===== src/rtl/txt_rx_pkg.sv =====
package txt_rx_pkg;

  typedef enum logic {
    RX_HUNT = 1'b0,
    RX_DATA = 1'b1
  } rx_state_e;

  // Value of bit j (time order) of the start sequence: alternating
  // run-in beginning with 1, then the framing code LSB first.
  function automatic logic start_bit(input int j, input int runin,
                                     input logic [7:0] code);
    if (j < runin) return (j % 2 == 0);
    return code[j - runin];
  endfunction

endpackage


===== src/rtl/txt_start_match.sv =====
module txt_start_match
  import txt_rx_pkg::*;
#(
  parameter int         OSR        = 4,
  parameter int         RUNIN_BITS = 16,
  parameter logic [7:0] FRAME_CODE = 8'hE4
) (
  input  logic clk,
  input  logic rst_n,
  input  logic smp_en,
  input  logic smp_in,
  output logic hit
);
  localparam int NBITS = RUNIN_BITS + 8;
  localparam int WIN   = NBITS * OSR;
  localparam int NCMP  = NBITS * (OSR - 1);

  logic [WIN-1:0]  win_q, win_d;
  logic [NCMP-1:0] agree;

  // newest sample enters at the top; index 0 is the oldest sample
  always_comb begin
    win_d = win_q;
    if (smp_en) win_d = {smp_in, win_q[WIN-1:1]};
  end

  always_ff @(posedge clk or negedge rst_n) begin
    if (!rst_n) win_q <= '0;
    else        win_q <= win_d;
  end

  // sample 0 of each bit sits on the transition and is skipped
  for (genvar j = 0; j < NBITS; j++) begin : g_bit
    for (genvar s = 1; s < OSR; s++) begin : g_smp
      localparam logic WANT = start_bit(j, RUNIN_BITS, FRAME_CODE);
      assign agree[j*(OSR-1) + s - 1] = (win_d[j*OSR + s] == WANT);
    end
  end

  assign hit = smp_en & (&agree);

endmodule


===== src/rtl/txt_bit_slicer.sv =====
module txt_bit_slicer #(
  parameter int OSR = 4
) (
  input  logic clk,
  input  logic rst_n,
  input  logic smp_en,
  input  logic active,
  input  logic start,
  output logic take,
  output logic last
);
  localparam int PW  = $clog2(OSR);
  localparam int MID = OSR / 2;

  logic [PW-1:0] ph_q, ph_d;

  always_comb begin
    ph_d = ph_q;
    if (start) begin
      ph_d = '0;
    end else if (smp_en && active) begin
      ph_d = (ph_q == PW'(OSR - 1)) ? '0 : ph_q + PW'(1);
    end
  end

  always_ff @(posedge clk or negedge rst_n) begin
    if (!rst_n) ph_q <= '0;
    else        ph_q <= ph_d;
  end

  assign take = smp_en & active & (ph_q == PW'(MID));
  assign last = smp_en & active & (ph_q == PW'(OSR - 1));

endmodule


===== src/rtl/txt_byte_packer.sv =====
module txt_byte_packer #(
  parameter int PKT_BYTES = 42
) (
  input  logic       clk,
  input  logic       rst_n,
  input  logic       start,
  input  logic       take,
  input  logic       last,
  input  logic       bit_in,
  output logic [7:0] byte_out,
  output logic       byte_vld,
  output logic       done
);
  localparam int BW = $clog2(PKT_BYTES);

  logic [2:0]    bit_q, bit_d;
  logic [BW-1:0] cnt_q, cnt_d;
  logic [7:0]    acc_q, acc_d;
  logic [7:0]    byte_q, byte_d;
  logic          vld_q, vld_d;

  assign done = last & (bit_q == 3'd7) & (cnt_q == BW'(PKT_BYTES - 1));

  always_comb begin
    bit_d  = bit_q;
    cnt_d  = cnt_q;
    acc_d  = acc_q;
    byte_d = byte_q;
    vld_d  = 1'b0;
    if (start) begin
      bit_d = '0;
      cnt_d = '0;
    end else begin
      if (take) begin
        acc_d = {bit_in, acc_q[7:1]};
        if (bit_q == 3'd7) begin
          byte_d = {bit_in, acc_q[7:1]};
          vld_d  = 1'b1;
        end
      end
      if (last) begin
        if (bit_q == 3'd7) begin
          bit_d = '0;
          cnt_d = done ? '0 : cnt_q + BW'(1);
        end else begin
          bit_d = bit_q + 3'd1;
        end
      end
    end
  end

  always_ff @(posedge clk or negedge rst_n) begin
    if (!rst_n) begin
      bit_q  <= '0;
      cnt_q  <= '0;
      acc_q  <= '0;
      byte_q <= '0;
      vld_q  <= 1'b0;
    end else begin
      bit_q  <= bit_d;
      cnt_q  <= cnt_d;
      acc_q  <= acc_d;
      byte_q <= byte_d;
      vld_q  <= vld_d;
    end
  end

  assign byte_out = byte_q;
  assign byte_vld = vld_q;

endmodule


===== src/rtl/txt_bit_recovery.sv =====
module txt_bit_recovery
  import txt_rx_pkg::*;
#(
  parameter int         OSR        = 4,
  parameter int         RUNIN_BITS = 16,
  parameter logic [7:0] FRAME_CODE = 8'hE4,
  parameter int         PKT_BYTES  = 42
) (
  input  logic       clk,
  input  logic       rst_n,
  input  logic       smp_en,
  input  logic       smp_in,
  output logic [7:0] byte_out,
  output logic       byte_vld,
  output logic       frame_vld
);
  logic [1:0] rs_q;
  logic       rst_int_n;
  rx_state_e  st_q, st_d;
  logic       hit, start, active, take, last, done;

  // asynchronous assert, synchronous release
  always_ff @(posedge clk or negedge rst_n) begin
    if (!rst_n) rs_q <= '0;
    else        rs_q <= {rs_q[0], 1'b1};
  end
  assign rst_int_n = rs_q[1];

  txt_start_match #(
    .OSR(OSR), .RUNIN_BITS(RUNIN_BITS), .FRAME_CODE(FRAME_CODE)
  ) u_match (
    .clk(clk), .rst_n(rst_int_n), .smp_en(smp_en), .smp_in(smp_in), .hit(hit)
  );

  assign active = (st_q == RX_DATA);
  assign start  = (st_q == RX_HUNT) & hit;

  txt_bit_slicer #(.OSR(OSR)) u_slice (
    .clk(clk), .rst_n(rst_int_n), .smp_en(smp_en), .active(active),
    .start(start), .take(take), .last(last)
  );

  txt_byte_packer #(.PKT_BYTES(PKT_BYTES)) u_pack (
    .clk(clk), .rst_n(rst_int_n), .start(start), .take(take), .last(last),
    .bit_in(smp_in), .byte_out(byte_out), .byte_vld(byte_vld), .done(done)
  );

  always_comb begin
    st_d = st_q;
    unique case (st_q)
      RX_HUNT: if (start) st_d = RX_DATA;
      RX_DATA: if (done)  st_d = RX_HUNT;
      default: st_d = RX_HUNT;
    endcase
  end

  always_ff @(posedge clk or negedge rst_int_n) begin
    if (!rst_int_n) st_q <= RX_HUNT;
    else            st_q <= st_d;
  end

  assign frame_vld = active;

endmodule


===== config.mk =====
export PLATFORM = sky130hd
export DESIGN_NAME = txt_bit_recovery
export DESIGN_NICKNAME = d
export VERILOG_FILES = /design/src/rtl/txt_rx_pkg.sv /design/src/rtl/txt_start_match.sv /design/src/rtl/txt_bit_slicer.sv /design/src/rtl/txt_byte_packer.sv /design/src/rtl/txt_bit_recovery.sv
export SDC_FILE = /design/constraint.sdc
export NUM_CORES = 1
export LEC_CHECK = 0
export ABC_CLOCK_PERIOD_IN_PS = 4840
export CORE_UTILIZATION = 40
export CTS_BUF_LIST = sky130_fd_sc_hd__clkbuf_16
export DETAILED_ROUTE_END_ITERATION = 16
export DONT_BUFFER_PORTS = 1
export HOLD_SLACK_MARGIN = 0.15
export SYNTH_ARGS = -nofsm -noshare
export SYNTH_HDL_FRONTEND = slang
export SYNTH_SLANG_ARGS = --single-unit

===== constraint.sdc =====
create_clock -name clk -period 4.84 [get_ports clk]
set_input_delay 0.968 -clock clk [delete_from_list [all_inputs] [get_ports clk]]
set_output_delay 0.968 -clock clk [all_outputs]
set_load 0.01 [all_outputs]

==> impl_metrics.tcl, run 1 <==
set metrics [dict create \
    cts_root_buf "clkbuf_16" \
    period_needed_ps 2490 \
    post_synth.cell_area_avg_sq_um 13.9 \
    grt_overflow_total 0 \
    postLayoutSetupSlackWorst_ps 2350 \
    start_util_pct 41.8 \
    cellPowerDensity_nw_per_um2 444 \
    syn_area_sq_um 5100 \
    syn_inst 366 \
    drt_iter0_drc 141 \
    startpoint "smp_en" \
    end_kind "flip-flop" \
    tightest_slew_ps 912 \
    die_width_um 115 \
    switchingPower_uw 583 \
    relSlewSlack_pct 39.2 \
    synth_mux_area_share_pct 22.9 \
    ys.flop_type "dfrtp_1" \
    r2r-start "u_match.win_q[54]" \
    dpl.hpwl_um 5740 \
    cts_resized 0 \
    drc 0 \
    synthXorXnorAreaFrac_pct 0.515 \
    p_total_mw 2.58 \
    place_ws_ps 1940 \
    synth-seq-cells 125 \
    synth-edff-count 0 \
    drtAntennaViolNets 0 \
    p_int_mw 1.99 \
    cp_max_fo 111 \
    pwr-share-seq_pct 48.6 \
    placed_cells 521 \
    fin_crit_sh_pct 51.5 \
    drive_above_1_share_pct 35.1 \
    antenna_found_initial 0 \
    vias_per_cell 5.13 \
    core.rowCount 40 \
    ys_seq_area_share_pct 61.3 \
    clockBufferDepth 2 \
    synth_top_family_by_area "multiplexers" \
    hold_buffers 0 \
    hold_viol 0 \
    clk_latency_ps 400 \
    path_clk_slew_ps 50 \
    layout.nets 382 \
    wl_per_cell_um 16.1 \
    leakagePower_nw 2.83 \
    clockPowerShare_pct 45.9 \
    diodes 0 \
    status "finished clean" \
    die_h_um 115 \
    design_area_sq_um 5810 \
    vias 2835 \
    syn_nets 376 \
    cts_tree "built" \
    die-area_sq_um 13200 \
    grt_pass1_wl_um 14900 \
    io_buffers 0 \
    cts_setup_buffers 0 \
    core_area_sq_um 12200 \
    layout.cells.non_filler 553 \
    htree_num_levels 4 \
    dpl_cell_area_sq_um 5250 \
    synthArstFlopShare_pct 100 \
    ys_types 35 \
    grt_start_max_net_pins 112 \
    dr.pass1.iters 6 \
    first_global_vias 2885 \
    synth_fa_ha_area_share_pct 1.47 \
    place_congestion 0.816 \
    grt_setup_unrepaired "false" \
    cts_sinks 125 \
    area_delta_synth_final_pct 13.9 \
    setup_tns_ps 0 \
    setup_viol 0 \
    finalClockSkew_ps 6.72 \
    p_sw_share_pct 22.6 \
    combinationalPowerShare_pct 5.4 \
    synth_compound_area_share_pct 1.42 \
    critPathKind "input port to flip-flop" \
    hold_class "input port to asynchronous set/reset pin" \
    cap_violations 0 \
    grt_use_total_pct 15.2 \
    ir_drop_mv 0.249 \
    synth_warnings 0 \
    yosys.area_share.simple_pct 10.6 \
    slew_viol_final 0 \
    num_io_pins 14 \
    startpoint_type "input port" \
    cp.arrival_ps 2750 \
    fmax_mhz 401 \
    numCtsBuffers 17 \
    wirelength_um 8910 \
    worstPathRequired_ps 5090 \
]
==> flip-flops by register name, summed over array words and instances, names as in the netlist <==
signal           flops
u_pack.bit_q         3
u_pack.acc_q         7
u_match.win_q       95
frame_vld            1
u_slice.ph_q         2
u_pack.cnt_q         6
rs_q                 2
u_pack.byte_vld      1
u_pack.byte_out      8
==> final cells by class <==
class / count / area [sq um]
clock inverters: 15 / 131
clock buffers: 17 / 425
fillers: 1102 / 6400
well taps: 168 / 210
multi-input cells: 223 / 1890
repair buffers: 1 / 7.51
inverters: 4 / 15.0
flip-flops and latches: 125 / 3130
==> layer usage <==
layer  up-vias  routed length, um  global-route usage [%]
met5         -                  0                       0
met4         0                171                    7.79
met3        11                286                    4.11
met2        38               4160                    23.2
met1      1462               4290                    20.1
li1       1324                  -                       -
==> cells in the final DEF, fill, tap and decap left out, types with 2 or more instances in the layout <==
master | netlist | routed
nand2_1 | 40 | 40
nand4_1 | 9 | 9
mux2i_1 | 3 | 3
inv_1 | 3 | 4
bufinv_16 | 0 | 2
clkinv_1 | 1 | 4
ha_1 | 6 | 6
o21ai_0 | 2 | 2
xor2_1 | 3 | 3
nor3_1 | 7 | 7
clkinv_2 | 0 | 5
nor4b_1 | 3 | 3
mux2_2 | 101 | 101
nand4b_1 | 2 | 2
nor2_1 | 12 | 12
clkbuf_16 | 0 | 17
a21oi_1 | 3 | 3
or4b_1 | 2 | 2
nand3_1 | 6 | 6
nor4bb_1 | 4 | 4
clkinvlp_4 | 0 | 3
nor4_1 | 6 | 6
dfrtp_1 | 125 | 124
or3_1 | 2 | 2
==> per-stage QoR <==
step	hold WS (ps)	utilization [%]
6_report	257	47.6
5_1_grt	236	47.6
4_1_cts	240	47.6
3_5_place_dp	340	43.0
3_3_place_gp	337	43.0
2_1_floorplan	331	-
==> cell families (layout without fill, tap and decap cells) <==
group | count (synthesis) | count (layout)
compound gates | 10 | 10
mux | 104 | 104
fa+ha+maj | 6 | 6
flops | 125 | 125
buf+inv | 18 | 37
xor+xnor | 3 | 3
other cells | 1 | 1
simple gates | 99 | 99
==> critical path, stage by stage <==
cell and delay [ps]:
or4b_1 440, nor4_1 240, a22oi_1 170, nor4b_4 700, o21ai_0 190
==> synth_stat cells (4+ instances only) <==
cell	count	area [sq um]
nand3_1	6	30.0
nor4bb_1	4	40.0
clkbuf_1	9	33.8
ha_1	6	75.1
dfrtp_1	125	3130
mux2_2	101	1140
nand4_1	9	56.3
nor3_1	7	35.0
nor4_1	6	37.5
nor2_1	12	45.0
nand2_1	40	150
==> path summary, 6_finish.rpt <==
path	slack, ps	end	cells past startpoint
worst max-delay path	2350	u_slice.ph_q[0]	5
worst min-delay path	260	rs_q[1]	0
worst max register to register	2400	u_slice.ph_q[0]	5
worst min register to register	350	rs_q[1]	0
max in group asynchronous	3190	u_pack.cnt_q[0]	1
min in group clk	350	rs_q[1]	0
==> power groups by stage <==
stage | logic, mW | registers (mW) | clock network [mW]
after floorplan | 0.136 | 1.23 | 0
after global placement | 0.136 | 1.27 | 0
after detailed placement | 0.143 | 1.27 | 0
after CTS | 0.143 | 1.25 | 1.20
after global routing | 0.154 | 1.27 | 1.26
final | 0.140 | 1.25 | 1.18
No activity file was read; power rests on OpenSTA's default activity.
==> inputs of run 2 (changes only) <==
- ABC_AREA: default -> 1
- ABC_CLOCK_PERIOD_IN_PS: 4840 -> 2100
- clock period: 4.84 -> 2.1 ns (I/O delays scaled with it)
==> run 2 against run 1 <==
  * Flip-flop and latch count stayed put
  * Global-route usage is 0.61 points higher
  * Final area is 4.4% higher
  * Highest routed layer unchanged
==> impl_metrics.tcl, run 2 <==
set metrics [dict create \
    vias 3715 \
    place_congestion 0.734 \
    dr.pass1.iters 4 \
    path_buf_inv 1 \
    drive_above_1_share_pct 5.79 \
    cts_sinks 125 \
    ys.flop_type "dfrtp_1" \
    cts_tree "built" \
    tightest_slew_ps 773 \
    grt_use_total_pct 15.8 \
    area_delta_synth_final_pct 14.1 \
    core_area_sq_um 12800 \
    drc 0 \
    antenna_found_initial 0 \
    hold_viol 0 \
    layout.cells.non_filler 828 \
    setup_tns_ps 0 \
    dpl_cell_area_sq_um 5440 \
    cellPowerDensity_nw_per_um2 998 \
    htree_num_levels 4 \
    syn_inst 636 \
    synth_area_leader_cell "dfrtp_1" \
    path_clk_slew_ps 50 \
    setup_viol 0 \
    fmax_mhz 559 \
    relSlewSlack_pct 48.5 \
    diodes 0 \
    start_util_pct 41.6 \
    clockBufferDepth 2 \
    wl_per_cell_um 11.3 \
    die_h_um 117 \
    grt_overflow_total 0 \
    layout.nets 654 \
    largest_reg_flops 95 \
    slowest_delay_ps 630 \
    cp_max_fo 112 \
    numCtsBuffers 17 \
    drtAntennaViolNets 0 \
    synth-edff-count 0 \
    min-delay-start "smp_en" \
    grt_setup_unrepaired "false" \
    worstPathRequired_ps 2380 \
    final_common_cell "nand2_1" \
    startpoint_type "input port" \
    hold_class "input port to flip-flop" \
    ys_types 29 \
    syn_area_sq_um 5310 \
    final_cell_mix "256 x nand2_1, 124 x dfrtp_1, 89 x inv_1" \
    grt_pass1_wl_um 16500 \
    post_synth.cell_area_avg_sq_um 8.35 \
    grt_start_max_net_pins 113 \
    placed_cells 789 \
    leakagePower_nw 3.20 \
    vias_per_cell 4.49 \
    cp.arrival_ps 2070 \
    yosysMostFrequentCell "nand2_1" \
    synthArstFlopShare_pct 100 \
    r2r-start "frame_vld" \
    fin_crit_sh_pct 85.1 \
    design_area_sq_um 6060 \
    synth-seq-cells 125 \
    die-area_sq_um 13700 \
    finalClockSkew_ps 13.3 \
    crit_top_cell "nor2_1" \
    drt_iter0_drc 192 \
    ys_seq_area_share_pct 58.9 \
    wirelength_um 9350 \
    yosysTopAreaCellShare_pct 58.9 \
    first_global_vias 3705 \
    critPathTopFamily "simple AND/OR/NAND/NOR gates" \
    cts_root_buf "clkbuf_16" \
    status "finished clean" \
    slew_viol_final 0 \
    ir_drop_mv 0.844 \
    end_kind "flip-flop" \
    syn_nets 646 \
    cap_violations 0 \
    synth_warnings 0 \
    fillers 1211 \
    core.rowCount 41 \
    cp_cell_sequence "dlygate4sd3_1 > o21ai_1 > nand2_1 > nor2_1 > nand2_1 > nor2_1 > nand3_2 > nand2_2 > nor2_1" \
    dpl.hpwl_um 5560 \
    critPathKind "input port to flip-flop" \
    clk_latency_ps 410 \
    synth_common_cells "256 x nand2_1, 125 x dfrtp_1, 87 x inv_1, 53 x nor2_1, 47 x o21ai_0" \
    startpoint "smp_en" \
    period_needed_ps 1790 \
    top_register "u_match.win_q" \
    netlist_top_cells_area "dfrtp_1 59%, nand2_1 18%, inv_1 6.1%, o21ai_0 4.4%, nor2_1 3.7%" \
    io_buffers 0 \
    num_io_pins 14 \
    die_width_um 117 \
    cp_slowest_cell "dlygate4sd3_1" \
]
-- run 2: cell count changes after synthesis, moves of 4 or more --
cell and delta:
nor3_1 -4, o21ai_1 +5, nor4bb_1 -4, nor2_1 +41
inv_1 +84, o21ai_0 +45, mux2_2 -101, nand2_1 +216
buf_2 +7, nand4_1 -7, nor4_1 -6
-- run 2: logic make-up after synthesis --
kind of cell / after synthesis / synth area share, %
other cells: 1 / 0.0706
compound gates: 60 / 5.96
flops: 125 / 58.9
simple gates: 328 / 23.9
xor+xnor: 4 / 0.660
buf+inv: 112 / 9.05
fa+ha+maj: 6 / 1.41
-- run 2: final cells by class --
class	count	area [sq um]	area share [%]
multi-input combinational	399	1700	28.1
clock inverter	14	111	1.84
timing repair buffer	12	138	2.27
inverter	89	337	5.55
sequential	125	3130	51.7
clock buffer	17	425	7.02
tap	172	215	3.55
-- run 2: power by group --
part	internal (mW)	switching (mW)	total, mW
sequential	2.69	0.141	2.83
combinational	0.211	0.352	0.563
clock	1.69	0.964	2.66
total	4.59	1.46	6.05
-- run 2: worst paths after layout --
check / endpoint / cells after the start / slack, ps
worst max-delay path: u_pack.cnt_q[4] / 9 / 310
worst min-delay path: u_match.win_q[53] / 2 / 160
worst max register to register: u_pack.cnt_q[5] / 7 / 460
worst min register to register: u_match.win_q[74] / 0 / 300
max in group asynchronous: u_match.win_q[91] / 1 / 1180
min in group asynchronous: rs_q[1] / 1 / 240
-- run 2: per-layer routing --
metal,GRT usage (%),share of wire (%),vias to the layer above
met5,0,0,-
met4,6.33,1.4,0
met3,4.69,3.8,7
met2,26.7,47,45
met1,19.1,48,1740
li1,-,-,1923
-- run 2: timing repair --
action | CTS | global route
setup endpoints to repair | 0 | 11
buffers inserted | 0 | 0
gates resized for setup | 0 | 1
hold endpoints to repair | 22 | 0
hold buffers | 8 | 0
-- run 2: stage by stage --
stage | setup WS (ps) | hold WS [ps] | power (mW) | util (%)
after floorplan | 16.7 | 124 | 3.30 | -
after global placement | 152 | 124 | 3.38 | 42.6
after detailed placement | 107 | 124 | 3.40 | 42.6
after CTS | 20.5 | 150 | 6.13 | 47.4
after global routing | 212 | 150 | 6.39 | 47.4
final | 312 | 157 | 6.05 | 47.4
==> inputs of run 3 (changes only) <==
- SYNTH_HIERARCHICAL: default -> 1
==> run 3 against run 2 <==
  * Sequential share of layout area is 3.7 points lower
  * Global-route usage is 0.47 points higher
  * Total power is 1.4% higher
  * Utilization is 1.6 points higher
  * Clock skew is 4.3 ps lower
  * Combinational power is 15% higher
  * Final area is 7.7% higher
  * First-iteration DRC count is 46% higher
  * Flip-flop and latch count stayed put
  * Die area is 2.9% higher
  * Highest routed layer unchanged
==> impl_metrics.tcl, run 3 <==
set metrics [dict create \
    die-area_sq_um 14100 \
    final_util_pct 49.1 \
    drive_above_1_share_pct 14.7 \
    cellPowerDensity_nw_per_um2 940 \
    grt_use_total_pct 16.3 \
    syn_nets 674 \
    cp.arrival_ps 2260 \
    ys.flop_type "dfrtp_1" \
    slew_viol_final 0 \
    synth_common_cells "272 x nand2_1, 125 x dfrtp_1, 112 x inv_1, 46 x o21ai_0, 31 x nor2_1" \
    post_synth.cell_area_avg_sq_um 8.24 \
    antenna_found_initial 0 \
    cts_setup_buffers 0 \
    wl_per_cell_um 11.3 \
    vias 4012 \
    relSlewSlack_pct 22.4 \
    postLayoutSetupSlackWorst_ps 146 \
    end_kind "flip-flop" \
    tightest_slew_ps 1160 \
    fin_crit_sh_pct 93.1 \
    fmax_mhz 512 \
    clockBufferDepth 2 \
    cp_max_fo 90 \
    final_common_cell "nand2_1" \
    ir_drop_mv 0.612 \
    die_h_um 119 \
    setup_viol 0 \
    r2r_cells 16 \
    start_util_pct 41.1 \
    cts_sinks 125 \
    first_global_vias 4068 \
    io_buffers 0 \
    hold_viol 0 \
    numCtsBuffers 17 \
    synthArstFlopShare_pct 100 \
    core_area_sq_um 13300 \
    path_clk_slew_ps 50 \
    yosysMostFrequentCell "nand2_1" \
    rr_endpoint "u_pack/cnt_q[3]" \
    finalClockSkew_ps 8.98 \
    status "finished clean" \
    place_ws_ps -287 \
    cap_violations 0 \
    critPathKind "input port to flip-flop" \
    cts_tree "built" \
    synth-seq-cells 125 \
    top_register "u_match/win_q" \
    worstPathRequired_ps 2400 \
    final_cell_mix "269 x nand2_1, 124 x dfrtp_1, 111 x inv_1" \
    syn_inst 664 \
    grt_pass1_wl_um 18200 \
    wirelength_um 10100 \
    synth_area_leader_cell "dfrtp_1" \
    hold_end "u_match/win_q[95]" \
    dpl.hpwl_um 6260 \
    holdPathStages 2 \
    core.rowCount 42 \
    drt_iter0_drc 280 \
    syn_area_sq_um 5470 \
    drtAntennaViolNets 0 \
    synth-edff-count 0 \
    grt_overflow_total 0 \
    die_width_um 119 \
    htree_num_levels 4 \
    ff2ff_setup_slack_ps 200 \
    dr.pass1.iters 4 \
    largest_reg_flops 95 \
    grt_setup_unrepaired "false" \
    num_io_pins 14 \
    leakagePower_nw 3.48 \
    vias_per_cell 4.51 \
    ys_seq_area_share_pct 57.2 \
    synth_warnings 6 \
    min-delay-start "smp_in" \
    period_needed_ps 1950 \
    place_congestion 0.759 \
    r2r-start "u_match/win_q[21]" \
    clk_latency_ps 410 \
    hold_class "input port to flip-flop" \
    diodes 0 \
    fin_hold_ws_ps 167 \
    ys_types 26 \
    yosysTopAreaCellShare_pct 57.2 \
    area_delta_synth_final_pct 19.3 \
    drc 0 \
    layout.nets 710 \
    startpoint_type "input port" \
    netlist_top_cells_area "dfrtp_1 57%, nand2_1 19%, inv_1 7.7%, o21ai_0 4.2%, nor2_1 2.1%" \
    grt_start_max_net_pins 91 \
    cts_root_buf "clkbuf_16" \
]
[run 3: cell count changes in the layout (fill, tap and decap cells not counted), sizes merged, moves of 3 or more]
| cell | delta |
|---|---|
| o21ai | +7 |
| nand4 | +7 |
| nor2 | -21 |
| nor3 | -3 |
| nand2 | +20 |
| buf | +30 |
| inv | +26 |
| xor2 | -3 |
[run 3: where the power goes]
part,internal [mW],switching [mW]
clock network,1.69,0.973
logic,0.262,0.386
registers,2.69,0.129
total,4.64,1.49
[run 3: cells by family (layout without fill, tap and decap cells)]
logic type,after synthesis,count (layout),synth area share [%]
fa+ha+maj,6,6,1.37
flops,125,125,57.2
buf+inv,138,187,10.6
xor+xnor,1,1,0.160
compound gates,64,64,6.91
other cells,1,1,0.0686
simple gates,329,329,23.7
[run 3: how the worst max path moves through the flow]
stage	start	to	cells past startpoint
2_1_floorplan	smp_en	u_pack/cnt_q[3]	21
3_3_place_gp	smp_en	u_pack/cnt_q[3]	20
3_5_place_dp	smp_en	u_pack/cnt_q[3]	20
4_1_cts	smp_en	u_pack/byte_out[7]	16
5_1_grt	u_match/win_q[71]	u_pack/cnt_q[3]	18
6_report	smp_en	u_pack/cnt_q[3]	20
[run 3: through the flow]
step | area, sq um | instances | TNS, ps | total power [mW]
2_1_floorplan | 5470 | 664 | 0 | 3.28
3_3_place_gp | 5850 | 851 | -4210 | 3.44
3_5_place_dp | 5850 | 851 | -5000 | 3.47
4_1_cts | 6450 | 889 | 0 | 6.20
5_1_grt | 6520 | 889 | 0 | 6.47
6_report | 6520 | 889 | 0 | 6.13
[run 3: routing by layer]
layer	global-route usage (%)	vias to the layer above	wire [um]
li1	-	2060	-
met1	20.8	1893	4830
met2	26.1	47	4820
met3	4.60	12	266
met4	6.72	0	172
met5	0	-	0
[run 3: layout make-up]
cell class	count	area (sq um)
fill	1253	6770
sequential	125	3130
multi-input combinational	401	1830
inverter	115	434
clock buffer	17	425
timing repair buffer	40	368
tap	176	220
clock inverter	15	114
[run 3: timing repair]
item / 4_1_cts / 5_1_grt
resized for setup: 0 / 32
endpoints found under the hold margin: 25 / 0
setup endpoints to repair: 0 / 26
hold buffers: 6 / 0
[run 3: critical path, stage by stage]
cell and delay, ps:
inv_2 120, buf_12 180, buf_12 120, nand2_1 50
nand2_1 80, nand2_1 60, nor2_2 120, nand2_1 70
nor2_2 130, nand3_2 110, nor2_4 120, nand2_2 80
inv_4 80, inv_2 70, nand2_4 60, inv_2 60
nor2_1 80, nand2_1 60, nand2_1 60, nor2_1 30
